$ cat src/rtl/trap_pkg.sv
package trap_pkg;

    typedef enum logic [2:0] {
        C_SYSCALL = 3'd0,
        C_PAGE    = 3'd1,
        C_PROT    = 3'd2,
        C_DIV0    = 3'd3,
        C_OVF     = 3'd4,
        C_ILL     = 3'd5,
        C_PRIV    = 3'd6,
        C_TICK    = 3'd7
    } cause_e;

    typedef enum logic [1:0] {
        SEL_EPC    = 2'd0,
        SEL_CAUSE  = 2'd1,
        SEL_STATUS = 2'd2,
        SEL_BADVA  = 2'd3
    } csr_sel_e;

    typedef enum logic [1:0] {
        ST_BOOT   = 2'd0,
        ST_RUN    = 2'd1,
        ST_DFAULT = 2'd2,
        ST_HALT   = 2'd3
    } seq_state_e;

    typedef enum logic [2:0] {
        ACT_NONE = 3'd0,
        ACT_TRAP = 3'd1,
        ACT_DBL  = 3'd2,
        ACT_HALT = 3'd3,
        ACT_RET  = 3'd4,
        ACT_CSRW = 3'd5
    } act_e;

    localparam int STAT_KERNEL_BIT = 0;
    localparam int STAT_EN_BIT     = 1;
    localparam int STAT_DBL_BIT    = 2;

endpackage

$ cat src/rtl/trap_arbiter.sv
module trap_arbiter
    import trap_pkg::*;
(
    input  seq_state_e state_i,
    input  logic       kernel_i,
    input  logic       exc_en_i,
    input  logic       fault_i,
    input  logic [2:0] fault_code_i,
    input  logic       syscall_i,
    input  logic       tick_any_i,
    input  logic       eret_i,
    input  logic       csr_wr_i,
    input  logic       csr_rd_i,
    output act_e       act_o,
    output cause_e     cause_o
);

    logic   priv_viol;
    logic   sync_fault;
    cause_e fcode;

    assign priv_viol  = !kernel_i && (csr_wr_i || csr_rd_i || eret_i);
    assign sync_fault = fault_i || priv_viol;
    assign fcode      = fault_i ? cause_e'(fault_code_i) : C_PRIV;

    always_comb begin
        act_o   = ACT_NONE;
        cause_o = C_SYSCALL;
        unique case (state_i)
            ST_BOOT, ST_HALT: begin
                act_o = ACT_NONE;
            end
            ST_RUN: begin
                if (sync_fault) begin
                    cause_o = fcode;
                    act_o   = exc_en_i ? ACT_TRAP : ACT_DBL;
                end else if (syscall_i) begin
                    cause_o = C_SYSCALL;
                    act_o   = exc_en_i ? ACT_TRAP : ACT_DBL;
                end else if (tick_any_i && exc_en_i) begin
                    cause_o = C_TICK;
                    act_o   = ACT_TRAP;
                end else if (eret_i) begin
                    act_o = ACT_RET;
                end else if (csr_wr_i) begin
                    act_o = ACT_CSRW;
                end
            end
            ST_DFAULT: begin
                if (sync_fault || syscall_i) begin
                    act_o = ACT_HALT;
                end else if (eret_i) begin
                    act_o = ACT_RET;
                end else if (csr_wr_i) begin
                    act_o = ACT_CSRW;
                end
            end
        endcase
    end

endmodule

$ cat src/rtl/trap_csr_file.sv
module trap_csr_file
    import trap_pkg::*;
#(
    parameter int XLEN = 32
) (
    input  logic            clk,
    input  logic            rst_n,
    input  act_e            act_i,
    input  cause_e          cause_i,
    input  logic [XLEN-1:0] pc_i,
    input  logic [XLEN-1:0] fault_addr_i,
    input  logic            tick_i,
    input  logic [1:0]      csr_sel_i,
    input  logic [XLEN-1:0] csr_wdata_i,
    input  logic            in_dfault_i,
    output logic [XLEN-1:0] csr_rdata_o,
    output logic [XLEN-1:0] epc_o,
    output logic [2:0]      cause_o,
    output logic [XLEN-1:0] badva_o,
    output logic            kernel_o,
    output logic            exc_en_o,
    output logic            tick_pend_o
);

    localparam int STAT_W = STAT_DBL_BIT + 1;

    logic [XLEN-1:0]   epc_q, badva_q;
    logic [2:0]        cause_q;
    logic              kernel_q, en_q, tick_q;
    logic [STAT_W-1:0] status_w;
    csr_sel_e          sel;

    assign sel = csr_sel_e'(csr_sel_i);

    always_ff @(posedge clk or negedge rst_n) begin
        if (!rst_n) begin
            epc_q    <= '0;
            cause_q  <= '0;
            badva_q  <= '0;
            kernel_q <= 1'b1;
            en_q     <= 1'b1;
            tick_q   <= 1'b0;
        end else begin
            tick_q <= (tick_q || tick_i) && !(act_i == ACT_TRAP && cause_i == C_TICK);
            unique case (act_i)
                ACT_TRAP: begin
                    epc_q    <= pc_i;
                    cause_q  <= cause_i;
                    kernel_q <= 1'b1;
                    en_q     <= 1'b0;
                    if (cause_i == C_PAGE) begin
                        badva_q <= fault_addr_i;
                    end
                end
                ACT_DBL: begin
                    kernel_q <= 1'b1;
                end
                ACT_RET: begin
                    kernel_q <= 1'b0;
                    en_q     <= 1'b1;
                end
                ACT_CSRW: begin
                    unique case (sel)
                        SEL_EPC:    epc_q   <= csr_wdata_i;
                        SEL_CAUSE:  cause_q <= csr_wdata_i[2:0];
                        SEL_STATUS: begin
                            kernel_q <= csr_wdata_i[STAT_KERNEL_BIT];
                            en_q     <= csr_wdata_i[STAT_EN_BIT];
                        end
                        SEL_BADVA:  badva_q <= csr_wdata_i;
                    endcase
                end
                ACT_NONE, ACT_HALT: begin
                end
                default: begin
                end
            endcase
        end
    end

    always_comb begin
        status_w                  = '0;
        status_w[STAT_KERNEL_BIT] = kernel_q;
        status_w[STAT_EN_BIT]     = en_q;
        status_w[STAT_DBL_BIT]    = in_dfault_i;
    end

    always_comb begin
        csr_rdata_o = '0;
        if (kernel_q) begin
            unique case (sel)
                SEL_EPC:    csr_rdata_o = epc_q;
                SEL_CAUSE:  csr_rdata_o = {{(XLEN-3){1'b0}}, cause_q};
                SEL_STATUS: csr_rdata_o = {{(XLEN-STAT_W){1'b0}}, status_w};
                SEL_BADVA:  csr_rdata_o = badva_q;
            endcase
        end
    end

    assign epc_o       = epc_q;
    assign cause_o     = cause_q;
    assign badva_o     = badva_q;
    assign kernel_o    = kernel_q;
    assign exc_en_o    = en_q;
    assign tick_pend_o = tick_q;

endmodule

$ cat src/rtl/trap_seq_fsm.sv
module trap_seq_fsm
    import trap_pkg::*;
#(
    parameter int              XLEN      = 32,
    parameter logic [XLEN-1:0] BOOT_ADDR = '0,
    parameter logic [XLEN-1:0] TRAP_VEC  = '0,
    parameter logic [XLEN-1:0] DBL_VEC   = '0
) (
    input  logic            clk,
    input  logic            rst_n,
    input  act_e            act_i,
    input  logic [XLEN-1:0] epc_i,
    output seq_state_e      state_o,
    output logic            redirect_o,
    output logic [XLEN-1:0] redirect_pc_o,
    output logic            halt_o
);

    seq_state_e      state_q, state_d;
    logic            redir_q;
    logic [XLEN-1:0] redir_pc_q;

    always_comb begin
        state_d = state_q;
        unique case (state_q)
            ST_BOOT:   state_d = ST_RUN;
            ST_RUN:    if (act_i == ACT_DBL) state_d = ST_DFAULT;
            ST_DFAULT: begin
                if (act_i == ACT_HALT)     state_d = ST_HALT;
                else if (act_i == ACT_RET) state_d = ST_RUN;
            end
            ST_HALT:   state_d = ST_HALT;
        endcase
    end

    always_ff @(posedge clk or negedge rst_n) begin
        if (!rst_n) state_q <= ST_BOOT;
        else        state_q <= state_d;
    end

    always_ff @(posedge clk or negedge rst_n) begin
        if (!rst_n) begin
            redir_q    <= 1'b0;
            redir_pc_q <= BOOT_ADDR;
        end else begin
            redir_q <= (act_i == ACT_TRAP) || (act_i == ACT_DBL) || (act_i == ACT_RET);
            unique case (act_i)
                ACT_TRAP: redir_pc_q <= TRAP_VEC;
                ACT_DBL:  redir_pc_q <= DBL_VEC;
                ACT_RET:  redir_pc_q <= epc_i;
                default:  redir_pc_q <= redir_pc_q;
            endcase
        end
    end

    assign state_o       = state_q;
    assign redirect_o    = (state_q == ST_BOOT) || redir_q;
    assign redirect_pc_o = (state_q == ST_BOOT) ? BOOT_ADDR : redir_pc_q;
    assign halt_o        = (state_q == ST_HALT);

endmodule

$ cat src/rtl/trap_priv_ctrl.sv
module trap_priv_ctrl
    import trap_pkg::*;
#(
    parameter int              XLEN      = 32,
    parameter logic [XLEN-1:0] BOOT_ADDR = 32'h0000_0100,
    parameter logic [XLEN-1:0] TRAP_VEC  = 32'h0000_0080,
    parameter logic [XLEN-1:0] DBL_VEC   = 32'h0000_00C0
) (
    input  logic            clk,
    input  logic            rst_n,
    input  logic [XLEN-1:0] pc_i,
    input  logic            fault_i,
    input  logic [2:0]      fault_code_i,
    input  logic [XLEN-1:0] fault_addr_i,
    input  logic            syscall_i,
    input  logic            tick_i,
    input  logic            eret_i,
    input  logic            csr_wr_i,
    input  logic            csr_rd_i,
    input  logic [1:0]      csr_sel_i,
    input  logic [XLEN-1:0] csr_wdata_i,
    output logic [XLEN-1:0] csr_rdata_o,
    output logic            redirect_o,
    output logic [XLEN-1:0] redirect_pc_o,
    output logic            kernel_o,
    output logic            exc_en_o,
    output logic            halt_o
);

    seq_state_e      state;
    act_e            act;
    cause_e          cause_sel;
    logic [XLEN-1:0] epc_w, badva_w;
    logic [2:0]      cause_w;
    logic            kernel_w, en_w, tick_pend_w;

    trap_arbiter u_arb (
        .state_i      (state),
        .kernel_i     (kernel_w),
        .exc_en_i     (en_w),
        .fault_i      (fault_i),
        .fault_code_i (fault_code_i),
        .syscall_i    (syscall_i),
        .tick_any_i   (tick_pend_w || tick_i),
        .eret_i       (eret_i),
        .csr_wr_i     (csr_wr_i),
        .csr_rd_i     (csr_rd_i),
        .act_o        (act),
        .cause_o      (cause_sel)
    );

    trap_csr_file #(.XLEN(XLEN)) u_csr (
        .clk          (clk),
        .rst_n        (rst_n),
        .act_i        (act),
        .cause_i      (cause_sel),
        .pc_i         (pc_i),
        .fault_addr_i (fault_addr_i),
        .tick_i       (tick_i),
        .csr_sel_i    (csr_sel_i),
        .csr_wdata_i  (csr_wdata_i),
        .in_dfault_i  (state == ST_DFAULT),
        .csr_rdata_o  (csr_rdata_o),
        .epc_o        (epc_w),
        .cause_o      (cause_w),
        .badva_o      (badva_w),
        .kernel_o     (kernel_w),
        .exc_en_o     (en_w),
        .tick_pend_o  (tick_pend_w)
    );

    trap_seq_fsm #(
        .XLEN      (XLEN),
        .BOOT_ADDR (BOOT_ADDR),
        .TRAP_VEC  (TRAP_VEC),
        .DBL_VEC   (DBL_VEC)
    ) u_fsm (
        .clk           (clk),
        .rst_n         (rst_n),
        .act_i         (act),
        .epc_i         (epc_w),
        .state_o       (state),
        .redirect_o    (redirect_o),
        .redirect_pc_o (redirect_pc_o),
        .halt_o        (halt_o)
    );

    assign kernel_o = kernel_w;
    assign exc_en_o = en_w;

endmodule

$ cat config.mk
export PLATFORM = sky130hd
export DESIGN_NAME = trap_priv_ctrl
export DESIGN_NICKNAME = d
export VERILOG_FILES = /design/src/rtl/trap_pkg.sv /design/src/rtl/trap_arbiter.sv /design/src/rtl/trap_csr_file.sv /design/src/rtl/trap_seq_fsm.sv /design/src/rtl/trap_priv_ctrl.sv
export SDC_FILE = /design/constraint.sdc
export NUM_CORES = 1
export LEC_CHECK = 0
export BUFFER_PORTS_ARGS = -buffer_cell sky130_fd_sc_hd__buf_4
export CORE_ASPECT_RATIO = 0.7
export CORE_MARGIN = 5
export CORE_UTILIZATION = 49
export CTS_CLUSTER_DIAMETER = 80
export DETAILED_ROUTE_END_ITERATION = 12
export PLACE_DENSITY = 0.86
export SETUP_SLACK_MARGIN = 0.05
export SYNTH_ARGS = -nofsm -noshare
export SYNTH_HDL_FRONTEND = slang
export SYNTH_SLANG_ARGS = --single-unit
export TNS_END_PERCENT = 5
$ cat constraint.sdc
create_clock -name clk -period 4.23 [get_ports clk]
set_clock_uncertainty 0.15 [all_clocks]
set_input_delay 1.0575 -clock clk [delete_from_list [all_inputs] [get_ports clk]]
set_output_delay 1.0575 -clock clk [all_outputs]
set_load 0.01 [all_outputs]
==> results of run 1 <==
==> routing by layer <==
layer | vias up | track usage | share of wire
li1 | 2131 | - | -
met1 | 2329 | 0.302 | 0.43
met2 | 211 | 0.384 | 0.48
met3 | 14 | 0.0617 | 0.085
met4 | 0 | 0.0501 | 0.0098
met5 | - | 0 | 0
==> power breakdown <==
group,total [mW],internal [mW],switching [mW]
sequential,1.64,1.38,0.265
clock,0.786,0.416,0.370
combinational,1.96,0.921,1.03
==> synthesized netlist by cell type, types with 3 or more instances <==
| master | n | area share |
|---|---|---|
| a21oi_1 | 5 | 0.0042 |
| a22o_1 | 30 | 0.044 |
| a22oi_1 | 29 | 0.036 |
| and2_1 | 3 | 0.0031 |
| buf_2 | 5 | 0.0042 |
| buf_4 | 7 | 0.0088 |
| buf_6 | 7 | 0.013 |
| clkbuf_1 | 16 | 0.010 |
| dfrtp_1 | 102 | 0.43 |
| dfstp_2 | 3 | 0.013 |
| ha_1 | 5 | 0.010 |
| inv_1 | 7 | 0.0044 |
| inv_2 | 3 | 0.0019 |
| mux2_1 | 21 | 0.039 |
| mux2_2 | 81 | 0.15 |
| mux2_4 | 26 | 0.065 |
| mux2i_1 | 4 | 0.0067 |
| nand2_1 | 6 | 0.0038 |
| nand2b_1 | 4 | 0.0042 |
| nor2_1 | 38 | 0.024 |
| nor2b_1 | 33 | 0.034 |
| o21a_1 | 3 | 0.0038 |
| o21ai_0 | 6 | 0.0050 |
==> stage by stage <==
step                      area [sq um]  hold WS, ns
after floorplan                   5990        0.309
after global placement            7420        0.320
after detailed placement          7420        0.334
after CTS                         7700        0.353
after global routing              7700        0.360
final                             7700        0.348
==> registers in the layout, summed over array words and instances, names as in the netlist <==
name	flops
u_csr.badva_o	32
u_csr.epc_o	32
u_fsm.redir_pc_q	32
u_csr.cause_o	3
u_fsm.state_o	2
u_csr.exc_en_o	1
u_csr.kernel_o	1
u_csr.tick_pend_o	1
u_fsm.redir_q	1
==> worst max-delay path, stage by stage <==
cell,delay [ns]
buf_4,0.14
and2_1,0.13
buf_4,0.37
a22oi_1,0.16
nor2_1,0.16
buf_4,0.16
==> kinds of logic (layout without fill, tap and decap cells) <==
| kind of cell | Yosys count | after routing |
|---|---|---|
| fa+ha+maj | 5 | 5 |
| flops | 105 | 105 |
| mux | 135 | 135 |
| simple gates | 98 | 98 |
| buf+inv | 46 | 211 |
| compound gates | 103 | 103 |
| xor+xnor | 1 | 1 |
==> how the worst min path moves through the flow <==
stage,slack (ns),to,startpoint
floorplan,0.31,u_csr.badva_o[26],u_csr.badva_o[26]
CTS,0.35,u_fsm.redir_pc_q[21],u_fsm.redir_pc_q[21]
finish,0.35,u_fsm.redir_pc_q[21],u_fsm.redir_pc_q[21]
detailed placement,0.33,u_fsm.redir_pc_q[17],u_fsm.redir_pc_q[17]
global placement,0.32,u_csr.badva_o[31],u_csr.badva_o[31]
global route,0.36,u_fsm.redir_pc_q[3],u_fsm.redir_pc_q[3]
==> area by class of cell <==
class,instances,area [sq um],share of cell area
clock buffer,10,239,0.0310
clock inverter,5,41.3,0.00536
inverter,10,37.5,0.00487
multi-input combinational,342,3120,0.406
sequential,105,2630,0.342
tap,157,196,0.0255
timing repair buffer,186,1430,0.186
==> flow_metrics.py, run 1 <==
metrics = {
    "status": {
        "status": "complete, no violations",
    },
    "cells_and_area": {
        "stdcell_count": 815,
        "final_cell_mix": "buf_4 (183), dfrtp_1 (102), mux2_2 (81)",
        "nFillCells": 888,
        "num_antenna_cells": 0,
        "drive_gt1_frac": 0.506,
        "layout_commonest_cell": "buf_4",
        "final_util": 0.650,
        "nets": 768,
        "area_growth_pct": 28.6,
    },
    "die": {
        "rows": 33,
        "die_h_um": 103,
        "dieArea_sq_um": 14600,
        "start_util": 0.506,
        "io_pins": 177,
        "core_sq_um": 11900,
        "die_x_um": 142,
    },
    "route": {
        "vias": 4685,
        "remaining_drc_errors": 0,
        "finalWirelength_um": 16300,
        "antenna_left": 0,
        "drtIter0Drc": 201,
        "firstDrtPassIters": 5,
        "via_per_inst": 5.75,
        "routedWlPerCell_um": 20.0,
    },
    "sta": {
        "min_period_over_period": 0.805,
        "fmax_mhz": 294,
        "rsz0062_at_grt": "false",
        "finalHoldViolCount": 0,
        "final.setup.worst_slack_ns": 0.823,
        "setup_violations": 0,
        "post-route-min-period_ns": 3.41,
        "finalSetupTns_ns": 0,
        "tightest_slew_ns": 1.21,
        "slew_violations": 0,
        "slew_headroom": 0.189,
    },
    "global_route": {
        "grt_pass1_wl_um": 26200,
        "grt_pass1_vias": 5073,
        "overflow": 0,
        "grt_usage": 0.229,
        "grt_max_degree": 54,
        "antenna_found_initial": 0,
    },
    "synth": {
        "synth_xor_area_frac": 0.00271,
        "synth_cells": 493,
        "ys_types": 59,
        "syn_nets": 607,
        "yosysSeqAreaShare": 0.439,
        "ys_ff_latch": 105,
        "synth_top_family_by_area": "multiplexers",
        "yosys.area_share.simple": 0.0883,
        "syn_area_sq_um": 5990,
        "synthMuxAreaShare": 0.275,
        "async_reset_ff_frac": 1.00,
        "synth.avg_cell_area_sq_um": 12.2,
        "synthAdderAreaFrac": 0.0104,
        "ys_warn_count": 0,
        "yosys_most_used_dff": "dfrtp_1",
        "synth_compound_area_frac": 0.142,
        "synth_edf_count": 0,
    },
    "worst_setup_path": {
        "r2r_start": "u_csr.kernel_o",
        "endpoint_kind": "primary output",
        "worstSetupStartpoint": "csr_sel_i[0]",
        "cp_max_fo": 31,
        "path_class": "in -> out",
        "r2r_end": "u_fsm.redir_pc_q[5]",
        "ff2ff_path_depth": 6,
        "cp-endpoint": "csr_rdata_o[13]",
        "r2r_setup_slack_ns": 1.03,
        "cp.required_ns": 3.02,
        "start_kind": "input port",
        "worstPathArrival_ns": 2.20,
    },
    "place": {
        "io_buffers": 176,
        "place_congestion": 0.910,
        "post-dp-hpwl_um": 11700,
        "dp_cells": 800,
        "dp_slack_ns": 0.832,
    },
    "clocking": {
        "cts.sinks": 105,
        "clock_latency_ns": 0.34,
        "cts.repair.resized": 0,
        "cts_buffer_depth": 2,
        "postCtsHoldBufs": 0,
        "cts_buffers": 9,
        "cts_root_buffer": "clkbuf_16",
        "h-tree-depth": 3,
        "tritoncts": "built",
        "path_clk_slew_ns": 0.07,
        "postCtsSetupBuffers": 0,
    },
    "pwr": {
        "ir_worst_vdd_mv": 0.403,
        "p_total_mw": 4.39,
        "powerDensity_nw_per_um2": 569,
        "leakage_nw": 3.68,
    },
    "flow_run": {
        "maxCapViolations": 0,
    },
    "hold_path": {
        "hp-class": "reg -> reg",
        "hold_depth": 1,
    },
}
Note: power is estimated with default switching activity, not from simulation.
==> inputs of run 2 (changes only) <==
--- a/config.mk
+++ b/config.mk
@@ -5,13 +5,14 @@
 export SDC_FILE = /design/constraint.sdc
 export NUM_CORES = 1
 export LEC_CHECK = 0
+export ABC_AREA = 1
 export BUFFER_PORTS_ARGS = -buffer_cell sky130_fd_sc_hd__buf_4
 export CORE_ASPECT_RATIO = 0.7
 export CORE_MARGIN = 5
-export CORE_UTILIZATION = 49
+export CORE_UTILIZATION = 47
 export CTS_CLUSTER_DIAMETER = 80
 export DETAILED_ROUTE_END_ITERATION = 12
-export PLACE_DENSITY = 0.86
+export PLACE_DENSITY = 0.87
 export SETUP_SLACK_MARGIN = 0.05
 export SYNTH_ARGS = -nofsm -noshare
 export SYNTH_HDL_FRONTEND = slang
==> constraint.sdc (replaced) <==
create_clock -name clk -period 2.7 [get_ports clk]
set_clock_uncertainty 0.15 [all_clocks]
set_input_delay 0.675 -clock clk [delete_from_list [all_inputs] [get_ports clk]]
set_output_delay 0.675 -clock clk [all_outputs]
set_load 0.01 [all_outputs]
==> run 2 against run 1 <==
Utilization grew 0.98 points; clock-buffer cell count rose by 3; via count rose by 26%; critical path type is now reg -> out; synthesized cell count is 67% higher; critical path depth fell by 1; non-clock buffer count rose by 21.
==> flow_metrics.py, run 2 <==
metrics = {
    "status": {
        "status": "complete, no violations",
    },
    "synth": {
        "synth_common_cells": "nand2_1 (266), nor2_1 (141), dfrtp_1 (102), inv_1 (90), nand3_1 (43)",
        "syn_area_sq_um": 5780,
        "async_reset_ff_frac": 1.00,
        "yosys.area.top_type": "dfrtp_1",
        "synth_edf_count": 0,
        "synth.avg_cell_area_sq_um": 7.01,
        "ys_ff_latch": 105,
        "yosysSeqAreaShare": 0.455,
        "yosys_most_used_dff": "dfrtp_1",
        "ys_types": 29,
        "ys_warn_count": 0,
        "yosysMostFrequentCell": "nand2_1",
        "synth_top_area_frac": 0.442,
        "synthTopCellsByArea": "dfrtp_1 (44%), nand2_1 (17%), nor2_1 (9.2%), inv_1 (5.8%), nand3_1 (3.7%)",
        "syn_nets": 938,
        "synth_cells": 824,
    },
    "sta": {
        "slew_headroom": 0.622,
        "fmax_mhz": 385,
        "rsz0062_at_grt": "true",
        "whs_ns": 0.174,
        "finalHoldViolCount": 0,
        "tightest_slew_ns": 0.567,
        "slew_violations": 0,
        "setup_violations": 0,
        "min_period_over_period": 0.962,
        "post-route-min-period_ns": 2.60,
        "finalSetupTns_ns": 0,
    },
    "cells_and_area": {
        "drive_gt1_frac": 0.244,
        "ff_latch_area_sq_um": 2630,
        "final_cell_area_sq_um": 7820,
        "num_antenna_cells": 0,
        "layout_commonest_cell": "nand2_1",
        "final_cell_mix": "nand2_1 (265), buf_4 (195), nor2_1 (140)",
        "nets": 1112,
        "nFillCells": 1038,
        "multiInputGateArea_sq_um": 2630,
        "area_growth_pct": 35.3,
    },
    "worst_setup_path": {
        "endpoint_kind": "primary output",
        "cp.required_ns": 1.88,
        "ff2ff_path_depth": 11,
        "cp_max_fo": 20,
        "worstPathArrival_ns": 1.77,
        "start_kind": "register",
        "path_class": "reg -> out",
    },
    "die": {
        "die_x_um": 143,
        "dieArea_sq_um": 14600,
        "die_h_um": 103,
        "core_sq_um": 11900,
        "rows": 33,
        "io_pins": 177,
        "start_util": 0.488,
    },
    "clocking": {
        "postCtsHoldBufs": 0,
        "cts_buffer_depth": 2,
        "cts.repair.resized": 1,
        "cts_buffers": 9,
        "postCtsSetupBuffers": 0,
        "tritoncts": "built",
        "clock_latency_ns": 0.34,
        "cts.sinks": 105,
        "cts_root_buffer": "clkbuf_16",
        "path_clk_slew_ns": 0.07,
        "h-tree-depth": 3,
    },
    "global_route": {
        "antenna_found_initial": 0,
        "overflow": 0,
        "grt_max_degree": 45,
        "grt_usage": 0.246,
        "grt_pass1_wl_um": 28600,
        "grt_pass1_vias": 5727,
    },
    "place": {
        "place_area_sq_um": 7460,
        "post-dp-hpwl_um": 13400,
        "io_buffers": 176,
        "place_congestion": 0.877,
    },
    "route": {
        "vias": 5895,
        "routedWlPerCell_um": 15.3,
        "via_per_inst": 5.08,
        "remaining_drc_errors": 0,
        "drtIter0Drc": 461,
        "firstDrtPassIters": 5,
        "finalWirelength_um": 17800,
        "antenna_left": 0,
    },
    "flow_run": {
        "maxCapViolations": 0,
    },
    "pwr": {
        "ir_worst_vdd_mv": 0.357,
        "powerDensity_nw_per_um2": 445,
        "leakage_nw": 4.28,
    },
    "hold_path": {
        "hp-class": "in -> async",
    },
}
[run 2: changes by cell type in the layout (fill, tap and decap cells not counted), sizes merged, moves of 27 or more]
| cell | before | now |
|---|---|---|
| nand2 | 6 | 271 |
| mux2 | 128 | 0 |
| nor2 | 40 | 145 |
| inv | 11 | 92 |
| nand3 | 2 | 45 |
| o21ai | 8 | 44 |
| nor2b | 33 | 0 |
| a22o | 30 | 0 |
| a22oi | 29 | 0 |
| o22ai | 2 | 29 |
[run 2: kinds of logic (layout without fill, tap and decap cells)]
kind of cell    count (synthesis)  count (layout)  share of synthesized area
buf+inv                       135             314                     0.0933
compound gates                113             113                      0.111
flops                         105             105                      0.455
simple gates                  466             466                      0.330
fa+ha+maj                       5               5                     0.0108
[run 2: critical path, cell delays in order (launching register included)]
cell,delay (ns)
dfrtp_1,0.45
inv_1,0.09
ha_1,0.22
buf_4,0.22
or2_2,0.31
buf_4,0.14
[run 2: final timing paths]
path                                startpoint  slack (ns)              endpoint
max                           u_fsm.state_o[0]        0.10      redirect_pc_o[8]
min                                      rst_n        0.17     u_csr.tick_pend_o
max reg2reg                   u_fsm.state_o[0]        0.17  u_fsm.redir_pc_q[18]
min reg2reg                u_fsm.redir_pc_q[8]        0.36   u_fsm.redir_pc_q[8]
max in group asynchronous                rst_n        1.65  u_fsm.redir_pc_q[28]
min in group clk           u_fsm.redir_pc_q[8]        0.36   u_fsm.redir_pc_q[8]
[run 2: final cells by class]
type	count	area share
inverter	91	0.0437
timing repair buffer	207	0.216
clock buffer	13	0.0346
clock inverter	3	0.00880
multi-input combinational	584	0.336
tap	157	0.0251
sequential	105	0.336
[run 2: power breakdown]
part / internal (mW) / switching, mW
Sequential: 1.60 / 0.00982
Clock: 0.893 / 0.561
Combinational: 0.211 / 0.205
Total: 2.70 / 0.776
[run 2: per-layer routing]
| metal | routed length [um] | vias to the layer above | global-route usage |
|---|---|---|---|
| li1 | - | 2918 | - |
| met1 | 7730 | 2682 | 0.338 |
| met2 | 7980 | 278 | 0.391 |
| met3 | 1890 | 17 | 0.0719 |
| met4 | 186 | 0 | 0.0504 |
| met5 | 0 | - | 0 |
[run 2: stage by stage]
stage                util  total power [mW]  setup WS (ns)  cells
floorplan               -              1.79          0.198    824
global placement    0.630              2.05         0.0251   1144
detailed placement  0.630              2.06        0.00275   1144
CTS                 0.659              3.51          0.108   1160
global route        0.660              3.61         0.0153   1160
finish              0.660              3.48          0.104   1160
==> inputs of run 3 (changes only) <==
--- a/config.mk
+++ b/config.mk
@@ -9,10 +9,10 @@
 export BUFFER_PORTS_ARGS = -buffer_cell sky130_fd_sc_hd__buf_4
 export CORE_ASPECT_RATIO = 0.7
 export CORE_MARGIN = 5
-export CORE_UTILIZATION = 47
+export CORE_UTILIZATION = 40
 export CTS_CLUSTER_DIAMETER = 80
 export DETAILED_ROUTE_END_ITERATION = 12
-export PLACE_DENSITY = 0.87
+export PLACE_DENSITY = 0.77
 export SETUP_SLACK_MARGIN = 0.05
 export SYNTH_ARGS = -nofsm -noshare
 export SYNTH_HDL_FRONTEND = slang
==> run 3 against run 2 <==
Sequential power is essentially flat; clock power shrank 9%; utilization shrank 11 points; hold slack lost 0.12 ns; combinational power shrank 2%; routed wire length grew 3.4%; non-clock buffer count shrank 1; design area shrank 0.42%; final cell count grew 2.8%; highest routed layer unchanged.
==> flow_metrics.py, run 3 (same netlist as run 2, synthesis figures left out) <==
metrics = {
    "clocking": {
        "path_clk_slew_ns": 0.07,
        "cts.sinks": 105,
        "clock_latency_ns": 0.34,
        "tritoncts": "built",
        "cts_buffer_depth": 2,
        "postCtsHoldBufs": 0,
        "cts_root_buffer": "clkbuf_16",
        "h-tree-depth": 3,
        "cts_buffers": 9,
    },
    "route": {
        "antenna_left": 0,
        "firstDrtPassIters": 5,
        "remaining_drc_errors": 0,
        "routedWlPerCell_um": 15.4,
        "drtIter0Drc": 382,
        "finalWirelength_um": 18400,
        "vias": 5878,
        "via_per_inst": 4.93,
    },
    "pwr": {
        "combPwrFrac": 0.123,
        "p_total_mw": 3.34,
        "leakage_nw": 4.25,
        "seq_power_share": 0.482,
        "clkPwrFrac": 0.395,
        "ir_worst_vdd_mv": 0.276,
        "switching_share": 0.235,
        "p_switching_mw": 0.784,
        "intPower_mw": 2.55,
        "powerDensity_nw_per_um2": 428,
    },
    "sta": {
        "post-route-min-period_ns": 2.61,
        "slew_violations": 0,
        "final.setup.worst_slack_ns": 0.0895,
        "rsz0062_at_grt": "true",
        "min_period_over_period": 0.967,
        "setup_violations": 0,
        "finalHoldViolCount": 0,
        "finalSetupTns_ns": 0,
        "slew_headroom": 0.728,
        "tightest_slew_ns": 0.409,
        "fmax_mhz": 383,
        "whs_ns": 0.0510,
    },
    "place": {
        "place_congestion": 0.912,
        "dp_slack_ns": 0.0399,
        "dp_cells": 1174,
        "place_area_sq_um": 7460,
        "io_buffers": 176,
        "post-dp-hpwl_um": 13400,
    },
    "worst_setup_path": {
        "critPathMaxStageDelay_ns": 0.29,
        "path_class": "in -> out",
        "cp-endpoint": "csr_rdata_o[27]",
        "endpoint_kind": "primary output",
        "r2r_end": "u_csr.badva_o[0]",
        "cpMaxStageDelayCell": "buf_4",
        "crit_chain": "buf_4 > nor2_2 > buf_4 > nand2_1 > a21oi_1 > buf_4",
        "cp_top_family": "buffers and inverters",
        "cpMostUsedCell": "buf_4",
        "cp_max_fo": 16,
        "worstPathArrival_ns": 1.79,
        "path_depth": 6,
        "cp.required_ns": 1.88,
        "ff2ff_path_depth": 12,
        "r2r_setup_slack_ns": 0.17,
        "critPathBufInv": 3,
        "worstSetupStartpoint": "csr_sel_i[1]",
        "r2r_start": "u_fsm.state_o[1]",
        "start_kind": "input port",
    },
    "global_route": {
        "grt_pass1_vias": 5823,
        "grt_max_degree": 63,
        "antenna_found_initial": 0,
        "grt_usage": 0.217,
        "grt_pass1_wl_um": 30000,
        "overflow": 0,
    },
    "cells_and_area": {
        "layout_commonest_cell": "nand2_1",
        "ff_latch_area_sq_um": 2630,
        "drive_gt1_frac": 0.242,
        "final_util": 0.554,
        "multiInputGateArea_sq_um": 2620,
        "nets": 1111,
        "num_antenna_cells": 0,
        "final_cell_mix": "nand2_1 (266), buf_4 (195), nor2_1 (140)",
        "final_cell_area_sq_um": 7790,
        "stdcell_count": 1192,
        "nFillCells": 1382,
        "area_growth_pct": 34.8,
    },
    "die": {
        "die_x_um": 154,
        "rows": 36,
        "start_util": 0.411,
        "dieArea_sq_um": 17000,
        "io_pins": 177,
        "die_h_um": 111,
        "core_sq_um": 14100,
    },
    "hold_path": {
        "hp-class": "in -> async",
    },
    "flow_run": {
        "maxCapViolations": 0,
    },
    "status": {
        "status": "complete, no violations",
    },
}
run 3: power groups by stage:
stage               logic (mW)  registers, mW  clock network (mW)
floorplan                0.149           1.64                   0
global placement         0.409           1.64                   0
detailed placement       0.412           1.64                   0
CTS                      0.415           1.61                1.34
global route             0.458           1.61                1.40
finish                   0.410           1.61                1.32
run 3: area by class of cell:
type / instances / area share
clock buffers: 13 / 0.0321
clock inverters: 3 / 0.00546
inverters: 91 / 0.0439
multi-input cells: 584 / 0.337
flip-flops and latches: 105 / 0.338
well taps: 190 / 0.0305
repair buffers: 206 / 0.213
run 3: per-layer routing:
layer	wire length [um]	global-route usage	vias to the layer above
met5	0	0	-
met4	126	0.0412	0
met3	1670	0.0602	12
met2	8100	0.334	235
met1	8500	0.308	2710
li1	-	-	2921
run 3: repair_timing:
action                                  4_1_cts  5_1_grt
pin swaps                                     0        2
gates resized for setup                       1        6
buffers inserted                              0        2
gates cloned                                  0        0
endpoints found under the setup margin        3       61
run 3: how the worst min path moves through the flow:
stage,to,slack (ns),start,depth (start not counted)
2_1_floorplan,u_csr.badva_o[0],0.23,rst_n,0
3_3_place_gp,u_csr.badva_o[12],0.34,u_csr.badva_o[12],2
3_5_place_dp,u_csr.badva_o[10],0.35,u_csr.badva_o[10],2
4_1_cts,u_fsm.redir_pc_q[28],0.04,rst_n,1
5_1_grt,u_fsm.redir_pc_q[30],0.05,rst_n,1
6_report,u_fsm.redir_pc_q[30],0.05,rst_n,1
run 3: worst reg2reg max path, delay by kind of cell (launching register included):
kind | cells | cell delay (ns)
and+or+nand+nor | 7 | 0.84
buffers and inverters | 4 | 0.69
DFF | 1 | 0.41
adders and majority gates | 1 | 0.37
